$ cat config.mk
export PLATFORM = sky130hd
export DESIGN_NAME = csc_socket_unit
export DESIGN_NICKNAME = d
export VERILOG_FILES = /design/src/rtl/csc_pkg.sv /design/src/rtl/csc_debounce.sv /design/src/rtl/csc_events.sv /design/src/rtl/csc_change_latch.sv /design/src/rtl/csc_regs.sv /design/src/rtl/csc_socket_unit.sv
export SDC_FILE = /design/constraint.sdc
export NUM_CORES = 1
export LEC_CHECK = 0
export ABC_CLOCK_PERIOD_IN_PS = 2000
export CORE_UTILIZATION = 50
export DETAILED_ROUTE_END_ITERATION = 10
export PLACE_DENSITY = 0.72
export RECOVER_POWER = 25
export SLEW_MARGIN = 15
export SYNTH_ARGS = -nofsm -noshare
export SYNTH_HDL_FRONTEND = slang
export SYNTH_SLANG_ARGS = --single-unit
$ cat constraint.sdc
create_clock -name clk -period 2 [get_ports clk]
set_input_delay 0.3 -clock clk [delete_from_list [all_inputs] [get_ports clk]]
set_output_delay 0.3 -clock clk [all_outputs]
set_load 0.03 [all_outputs]
$ cat src/rtl/csc_pkg.sv
package csc_pkg;
  localparam logic [7:0] IDX_STATUS = 8'h01;
  localparam logic [7:0] IDX_POWER  = 8'h02;
  localparam logic [7:0] IDX_CHANGE = 8'h04;
  localparam logic [7:0] IDX_CONFIG = 8'h05;

  localparam int CHG_DET  = 3;
  localparam int CHG_RDY  = 2;
  localparam int CHG_WARN = 1;
  localparam int CHG_DEAD = 0;
  localparam int CHG_W    = 4;

  localparam logic [7:0] POWER_MASK = 8'hB0;

  typedef struct packed {
    logic       pwr;
    logic       rdy;
    logic       wp;
    logic [1:0] det;
    logic [1:0] bvd;
  } sock_pins_t;

  localparam int PIN_W = $bits(sock_pins_t);
endpackage

$ cat src/rtl/csc_debounce.sv
module csc_debounce #(
  parameter int N           = 7,
  parameter int SYNC_STAGES = 2,
  parameter int DEB_CYCLES  = 8
) (
  input  logic         clk,
  input  logic         rst_n,
  input  logic [N-1:0] raw,
  output logic [N-1:0] clean
);
  localparam int CW = $clog2(DEB_CYCLES + 1);

  for (genvar i = 0; i < N; i++) begin : g_bit
    logic [SYNC_STAGES-1:0] sh;
    logic [CW-1:0]          cnt;
    logic                   settled;

    always_ff @(posedge clk or negedge rst_n) begin
      if (!rst_n) begin
        sh      <= '0;
        cnt     <= '0;
        settled <= 1'b0;
      end else begin
        sh <= {sh[SYNC_STAGES-2:0], raw[i]};
        if (sh[SYNC_STAGES-1] == settled) begin
          cnt <= '0;
        end else if (cnt == CW'(DEB_CYCLES - 1)) begin
          settled <= sh[SYNC_STAGES-1];
          cnt     <= '0;
        end else begin
          cnt <= cnt + 1'b1;
        end
      end
    end

    assign clean[i] = settled;
  end
endmodule

$ cat src/rtl/csc_events.sv
module csc_events
  import csc_pkg::*;
(
  input  logic              clk,
  input  logic              rst_n,
  input  sock_pins_t        cur,
  output logic [CHG_W-1:0]  ev
);
  sock_pins_t prev;
  logic now_present, was_present;
  logic now_warn, was_warn, now_dead, was_dead;

  always_ff @(posedge clk or negedge rst_n) begin
    if (!rst_n) prev <= '0;
    else        prev <= cur;
  end

  always_comb begin
    now_present = &cur.det;
    was_present = &prev.det;
    now_warn    = (cur.bvd == 2'b10);
    was_warn    = (prev.bvd == 2'b10);
    now_dead    = ~cur.bvd[1];
    was_dead    = ~prev.bvd[1];
    ev           = '0;
    ev[CHG_DET]  = now_present ^ was_present;
    ev[CHG_RDY]  = cur.rdy ^ prev.rdy;
    ev[CHG_WARN] = now_warn & ~was_warn;
    ev[CHG_DEAD] = now_dead & ~was_dead;
  end
endmodule

$ cat src/rtl/csc_change_latch.sv
module csc_change_latch
  import csc_pkg::*;
(
  input  logic             clk,
  input  logic             rst_n,
  input  logic [CHG_W-1:0] ev,
  input  logic             clr,
  output logic [CHG_W-1:0] chg
);
  always_ff @(posedge clk or negedge rst_n) begin
    if (!rst_n) chg <= '0;
    else        chg <= (chg & {CHG_W{~clr}}) | ev;
  end
endmodule

$ cat src/rtl/csc_regs.sv
module csc_regs
  import csc_pkg::*;
(
  input  logic             clk,
  input  logic             rst_n,
  input  logic             bus_addr,
  input  logic             bus_wr,
  input  logic             bus_rd,
  input  logic [7:0]       bus_wdata,
  input  sock_pins_t       pins,
  input  logic [CHG_W-1:0] chg,
  output logic [7:0]       rdata,
  output logic [7:0]       idx,
  output logic [7:0]       cfg,
  output logic [7:0]       pwr,
  output logic             chg_clr
);
  logic [7:0] sel_val;
  logic       data_wr;

  assign data_wr = bus_wr & bus_addr;
  assign chg_clr = bus_rd & bus_addr & (idx == IDX_CHANGE);

  always_comb begin
    case (idx)
      IDX_STATUS: sel_val = {1'b0, pins};
      IDX_POWER:  sel_val = pwr;
      IDX_CHANGE: sel_val = {{(8-CHG_W){1'b0}}, chg};
      IDX_CONFIG: sel_val = cfg;
      default:    sel_val = 8'h00;
    endcase
  end

  always_ff @(posedge clk or negedge rst_n) begin
    if (!rst_n) begin
      idx   <= '0;
      cfg   <= '0;
      pwr   <= '0;
      rdata <= '0;
    end else begin
      if (bus_wr && !bus_addr) idx <= bus_wdata;
      if (data_wr && idx == IDX_POWER)  pwr <= bus_wdata & POWER_MASK;
      if (data_wr && idx == IDX_CONFIG) cfg <= bus_wdata;
      if (bus_rd) rdata <= bus_addr ? sel_val : idx;
    end
  end
endmodule

$ cat src/rtl/csc_socket_unit.sv
module csc_socket_unit
  import csc_pkg::*;
#(
  parameter int SYNC_STAGES = 2,
  parameter int DEB_CYCLES  = 8
) (
  input  logic       clk,
  input  logic       rst_n,
  input  logic [1:0] det_pin,
  input  logic [1:0] bvd_pin,
  input  logic       wp_pin,
  input  logic       rdy_pin,
  input  logic       pwr_good,
  input  logic       bus_addr,
  input  logic       bus_wr,
  input  logic       bus_rd,
  input  logic [7:0] bus_wdata,
  output logic [7:0] bus_rdata,
  output logic       irq_req,
  output logic [3:0] irq_num,
  output logic       out_en,
  output logic       auto_pwr,
  output logic       card_en
);
  sock_pins_t       raw_pins, clean_pins;
  logic [CHG_W-1:0] ev_vec, chg_q;
  logic [7:0]       idx_q, cfg_q, pwr_q;
  logic             chg_clr;

  always_comb begin
    raw_pins.pwr = pwr_good;
    raw_pins.rdy = rdy_pin;
    raw_pins.wp  = wp_pin;
    raw_pins.det = det_pin;
    raw_pins.bvd = bvd_pin;
  end

  csc_debounce #(.N(PIN_W), .SYNC_STAGES(SYNC_STAGES), .DEB_CYCLES(DEB_CYCLES)) u_deb (
    .clk(clk), .rst_n(rst_n), .raw(raw_pins), .clean(clean_pins)
  );

  csc_events u_ev (.clk(clk), .rst_n(rst_n), .cur(clean_pins), .ev(ev_vec));

  csc_change_latch u_latch (
    .clk(clk), .rst_n(rst_n), .ev(ev_vec), .clr(chg_clr), .chg(chg_q)
  );

  csc_regs u_regs (
    .clk(clk), .rst_n(rst_n), .bus_addr(bus_addr), .bus_wr(bus_wr), .bus_rd(bus_rd),
    .bus_wdata(bus_wdata), .pins(clean_pins), .chg(chg_q), .rdata(bus_rdata),
    .idx(idx_q), .cfg(cfg_q), .pwr(pwr_q), .chg_clr(chg_clr)
  );

  assign irq_req  = |(chg_q & cfg_q[CHG_W-1:0]);
  assign irq_num  = cfg_q[7:4];
  assign out_en   = pwr_q[7];
  assign auto_pwr = pwr_q[5];
  assign card_en  = pwr_q[4];
endmodule

Yosys cells after proc, flatten, opt, wreduce, memory -nomap -nowiden
Cells that the tools add are included.

storage, ports and cells
  output and inout port bits = 16
  flip-flop bits (word level) = 85

cells by class
  eq/ne operators = 20
  reductions and logical operators = 14
  bitwise operators = 20
  add/sub/neg operators = 7
  muxes and demuxes = 16

operators by type and width
  cell                                                                   count
  4-bit 2-to-1 mux                                                       14
  8-bit case mux with 4 select lines                                     1
  4-bit by 1-bit adder with 4-bit output, second input constant          7
  4-bit by 3-bit equality test with 1-bit output, second input constant  7
  2-bit AND reduction                                                    9
  8-bit by 3-bit equality test with 1-bit output, second input constant  2
  1-bit NOT                                                              10
  4-bit bitwise AND                                                      2
  8-bit by 1-bit equality test with 1-bit output, second input constant  1
  8-bit by 2-bit equality test with 1-bit output, second input constant  1
  8-bit 2-to-1 mux                                                       1
  1-bit equality test                                                    7
  1-bit bitwise AND                                                      5
  2-bit equality test, second input constant                             2
  4-bit bitwise OR                                                       1
  4-bit OR reduction                                                     1
  1-bit logical AND                                                      3
  1-bit bitwise XOR                                                      2
  1-bit logical NOT                                                      1

Longest topological paths before layout
  depth after elaboration = 5
  gate-level depth with buffers = 5
  gate-level depth less buffers = 4

By module
Synthesis repeated with hierarchy kept, for this count alone.

second synthesis, totals
  cells, all modules = 294
  area, all modules = 3,689.8 µm²

modules (own cells, without submodules)
  module            seq. area each (µm²)  area an instance (µm²)  instances  cells an instance
  csc_debounce      1,226.2               1,926.8                 1          147
  csc_regs          675.6                 1,427.6                 1          123
  csc_events        125.1                 182.7                   1          12
  csc_change_latch  100.1                 133.9                   1          9
  csc_socket_unit   0.0                   18.8                    1          3

Least setup slack after synthesis
No wires, ideal clock.

  kind = register to register
  start point = register u_regs.idx[6]
  end point = register u_regs.cfg[0]
  library setup time = 125 ps
  clock period less this slack = 1,458 ps
  data arrival time = 1,333 ps
  slack = 542 ps
  stages on the path, launching flop included = 4
  required time = 1,875 ps
  cells stage by stage = dfrtp_1 -> nor4b_4 -> nand4_4 -> mux2_2

on the way
  longest elaborated chain between the ends = 2

RTL lines
  element                                         RTL line        text
  from (decl)                                     csc_regs.sv:13  output logic [7:0] idx,
  from (signal assigned)                          csc_regs.sv:41  if (bus_wr && !bus_addr) idx <= bus_wdata;
  8-bit by 3-bit equality test with 1-bit output  csc_regs.sv:43  if (data_wr && idx == IDX_CONFIG) cfg <= bus_wdata;
  1-bit logical AND                               csc_regs.sv:43
  to (signal assigned)                            csc_regs.sv:43
  to (decl)                                       csc_regs.sv:14  output logic [7:0] cfg,

Every way passes these cells.
A chain may end at the register's enable or synchronous reset.

Worst setup path after layout
  start point = register u_latch.chg[1]
  end point = output irq_req

on the way
  longest elaborated chain between the ends = 2

RTL lines
  element                 RTL line                text
  from (decl)             csc_change_latch.sv:8   output logic [CHG_W-1:0] chg
  from (signal assigned)  csc_change_latch.sv:12  else chg <= (chg & {CHG_W{~clr}}) | ev;
  4-bit bitwise AND       csc_socket_unit.sv:54   assign irq_req = |(chg_q & cfg_q[CHG_W-1:0]);
  4-bit OR reduction      csc_socket_unit.sv:54
  to (decl)               csc_socket_unit.sv:19   output logic irq_req,

Every way passes these cells.

==> results.txt <==
- Status: completed
- Proportion of layout cells with a drive suffix above 1: 0.1916
- The endpoint identified for the worst register-to-register timing path is u_regs.pwr[4].
- Routed via count divided by cell count: 5.163
- Fraction of post-synthesis cell area in the top cell type by area: 0.6018
* Post-synthesis simple-gate area fraction: 0.1257
- TritonCTS built the clock tree.
- Number of buffers inserted to repair setup after CTS: 0
- Entering global routing, the biggest net connects 37 pins.
* Path type of the worst setup path: reg -> out
- For this block, the via count after detailed routing is 2,220.
- The worst hold path was traced through 0 stages.
- Worst-skew pair later-pin latency: 350 ps
- Including well taps, the total number of placed cells is 413.
- Post-synthesis mux area share: 0.1306
* Top post-synthesis cells by area: sky130_fd_sc_hd__dfrtp_1 60%, sky130_fd_sc_hd__mux2_2 11%, sky130_fd_sc_hd__nor2_1 4.0%, sky130_fd_sc_hd__xnor2_1 3.5%, sky130_fd_sc_hd__mux2i_1 2.5%
* Library cell occupying the most area in the post-synthesis netlist: sky130_fd_sc_hd__dfrtp_1
- CTS H-Tree Depth: 3
- Initial Utilization: 0.5203
* Nets in the synthesized netlist: 307
- After detailed routing, the average wire length per cell comes to 14.33 microns.
* Number of global-route vias before repair: 2,144
- R2R Path Start: u_regs.idx[2]
* Clock Sink Count: 85
- Slowest library cell on the worst path: sky130_fd_sc_hd__clkdlybuf4s50_1
* First-iteration detailed-routing DRC count: 115
- Worst hold-check path type: reg -> reg
* Peak supply drop: 0.7201 mV
* Highest achievable clock rate: 518.3 MHz
- Startpoint types: register
- Max Cap Viol: 0
- During synthesis, Yosys emitted a total of 0 warnings.
* Synthesized-area fraction occupied by adder cells: 0.02478
* Area of the core region: 0.006794 sq mm
- In this run the tightest slew margin relative to its limit is 0.3801.
- Buffer depth of the longest clock path: 2
* Detailed-routing iteration count for the pre-antenna-repair pass: 4
* Number of diodes added for antenna fixing: 0
* Non-filler instance count after layout: 430
- In this run the vertical extent of the chip is 86.08 microns.
* Min Clock Period, post-route: 1929 ps
- The share of the Yosys chip area taken by registers is 0.6018.
* Overall overflow remaining after global route: 0
- Worst min-delay path startpoint: u_deb.g_bit[5].sh[0]
* Number of gates resized after CTS: 0
- Dividing total power by cell area gives a power density of 1098 mW/mm^2.
- In the finished design, the share of the clock period the worst path needs comes to 0.9646.
* Capturing element type of the critical path: primary output
- After synthesis the cells add up to 0.003535 sq mm.
- After detailed routing, the total wire length is 6161 microns.
- Clock buffers created by TritonCTS: 9
- Total number of nets in the final design: 356
* RSZ-0062 raised after global routing: no
* Number of top-level pins: 36
* Clock-pin transition on the worst setup and hold timing paths: 80 ps
- Yosys cell types: 35
- Buffers placed on the I/O ports in this run total 35.
* Sequence of cells on the critical path: a22oi_1 > nand2_1 > clkdlybuf4s50_1
* Number of core rows: 30
* Combinational family with the most area after synthesis: multiplexers
* Worst Path Required: 1700 ps
- Post-Syn Instances: 280
* Wire length of the first global-routing pass: 10,520 microns
- For this run, the slowest stage of the critical path takes 600 ps.
* Global router's overall resource usage: 0.1878
- For this run, design rule violations remaining after detail routing come to 0.
- Hold is met by 347.2 ps.
- In this run the remaining antenna-violating nets after routing total 0.
- Across the routed clock network, the largest skew measured is 9.067 ps.
- Crit-path max FO: 3
- Cell count of the worst reg-to-reg path: 3
- In this run the register-to-register setup slack is 400 ps.
- A synthesized cell averages 12.62 sq um.
* Cell chosen for the clock root: sky130_fd_sc_hd__clkbuf_8
- In this run the static leakage power is 1.951 nW.
- The initial antenna violation count was 0.
* Slew at the pin closest to its max-slew limit: 929.8 ps
- The path with the worst hold slack has its endpoint at u_deb.g_bit[5].sh[1].
- The fraction of the mapped netlist area in compound gates is 0.05876.
* Total Neg Setup Slack: 0 ps
* Origin of the worst setup path: u_latch.chg[1]
* Number of synthesized register bits: 85
- From synthesis to final layout, the design area changed by 20.67%.
* Die Span X: 86.08 microns
* Synthesized-area fraction occupied by xor and xnor cells: 0.03965
* Max-slew violation count: 0
- HPWL after DPL: 4485 microns
* Die area: 0.007410 sq mm
- For the worst setup path, the data arrival time is 1630 ps.
- Number of hold-slack violations in the final timing report: 0
* Routability congestion estimate from global placement: 0.8047
- Setup violations remaining at the end of the flow were counted as 0.
## sequential cells by signal, indices dropped and copies added (netlist names), 4 cells and up
signal               flops
u_deb.g_bit.cnt         28
u_deb.g_bit.settled      7
u_deb.g_bit.sh          14
u_ev.prev                5
u_latch.chg              4
u_regs.cfg               8
u_regs.idx               8
u_regs.rdata             8
## report_power, final
| group | total (mW) | switching, mW | internal, mW | leakage [nW] |
|---|---|---|---|---|
| Combinational | 1.01 | 0.474 | 0.539 | 0.757 |
| Clock | 1.25 | 0.600 | 0.652 | 0.107 |
| Sequential | 2.42 | 0.327 | 2.09 | 1.09 |
## cells in the mapped netlist
| cell type | instances |
|---|---|
| sky130_fd_sc_hd__a2111oi_0 | 1 |
| sky130_fd_sc_hd__o21ba_2 | 1 |
| sky130_fd_sc_hd__nand3_1 | 7 |
| sky130_fd_sc_hd__nor2b_1 | 12 |
| sky130_fd_sc_hd__a211oi_1 | 2 |
| sky130_fd_sc_hd__a31oi_1 | 1 |
| sky130_fd_sc_hd__nand4_1 | 3 |
| sky130_fd_sc_hd__a221oi_1 | 4 |
| sky130_fd_sc_hd__nor2_1 | 38 |
| sky130_fd_sc_hd__xor2_1 | 2 |
| sky130_fd_sc_hd__xnor2_1 | 14 |
| sky130_fd_sc_hd__inv_1 | 2 |
| sky130_fd_sc_hd__mux2i_1 | 9 |
| sky130_fd_sc_hd__ha_1 | 7 |
| sky130_fd_sc_hd__o2111ai_1 | 1 |
| sky130_fd_sc_hd__buf_4 | 4 |
| sky130_fd_sc_hd__a22o_1 | 1 |
| sky130_fd_sc_hd__nand2_1 | 15 |
| sky130_fd_sc_hd__nor3b_1 | 1 |
| sky130_fd_sc_hd__nor3b_2 | 1 |
| sky130_fd_sc_hd__nor4b_4 | 1 |
| sky130_fd_sc_hd__nor3_1 | 7 |
| sky130_fd_sc_hd__a22oi_1 | 4 |
| sky130_fd_sc_hd__clkinv_1 | 2 |
| sky130_fd_sc_hd__dfrtp_1 | 85 |
| sky130_fd_sc_hd__clkbuf_1 | 3 |
| sky130_fd_sc_hd__and4b_1 | 1 |
| sky130_fd_sc_hd__mux2_2 | 33 |
| sky130_fd_sc_hd__a21o_1 | 3 |
| sky130_fd_sc_hd__and2_1 | 1 |
| sky130_fd_sc_hd__a21oi_1 | 6 |
| sky130_fd_sc_hd__nand4_4 | 1 |
| sky130_fd_sc_hd__o22ai_1 | 4 |
| sky130_fd_sc_hd__o211ai_1 | 1 |
| sky130_fd_sc_hd__buf_2 | 2 |
## logic make-up after synthesis
group,count (synthesis)
AND/OR/NAND/NOR,88
buffers and inverters,13
XOR/XNOR,16
adder cells (fa/ha/maj),7
flip-flops,85
multiplexers,42
AO/OA/AOI/OAI,29
## what timing repair did
item / in CTS / in global routing
hold buffers: 1 / 0
hold endpoints to repair: 33 / 0
endpoints found under the setup margin: 0 / 0
## stage by stage
step	utilization	area (sq um)	setup WS [ps]	power, mW
after floorplan	-	3535	542.2	3.112
after global placement	0.5956	4046	131.1	3.432
after detailed placement	0.5956	4046	118.7	3.478
after CTS	0.6282	4268	30.12	4.743
after global routing	0.6278	4265	3.860	4.958
final	0.6278	4265	70.73	4.683
## layout by cell type (no fill, tap or decap), drive strengths merged
cell and count:
nand4 4, a211oi 2, dfrtp 85, a22oi 4, and2 1, nand3 7
nor3 7, buf 11, clkinv 5, clkbuf 13, a21oi 6, nor3b 2
o22ai 4, a31oi 1, nand2 15, a221oi 4, o21ba 1, dlygate4sd3 8
o211ai 1, bufinv 1, nor2 38, clkdlybuf4s50 27, o2111ai 1, nor2b 12
inv 2, mux2 33, a2111oi 1, and4b 1, xnor2 14, nor4b 1
ha 7, a22o 1, a21o 3, mux2i 9, xor2 2
## critical path: cells and delay by family, from the launching register on
family | cells | cell delay [ps]
AND/OR/NAND/NOR | 1 | 90
AO/OA/AOI/OAI | 1 | 200
flip-flops | 1 | 400
buffers and inverters | 1 | 600
## area by class of cell
cell class	count	area, sq um
clock inverter	4	56.30
clock buffer	12	155.1
timing repair buffer	47	450.4
sequential	85	2127
fill	546	2529
tap	96	120.1
inverter	4	15.01
multi-input combinational	182	1341
## worst max path at each step
stage | endpoint | slack, ps
floorplan | u_regs.cfg[0] | 540
global placement | u_latch.chg[0] | 130
detailed placement | u_latch.chg[0] | 120
CTS | irq_req | 30
global route | irq_req | 4
finish | irq_req | 70
## layer usage
layer  track usage  wire (microns)  vias up
li1              -               -     1077
met1        0.2474            2782     1099
met2        0.2965            3033       35
met3       0.05582             280        9
met4       0.06818              64        0
met5             0               0        -
(Power assumes the default switching activity.)
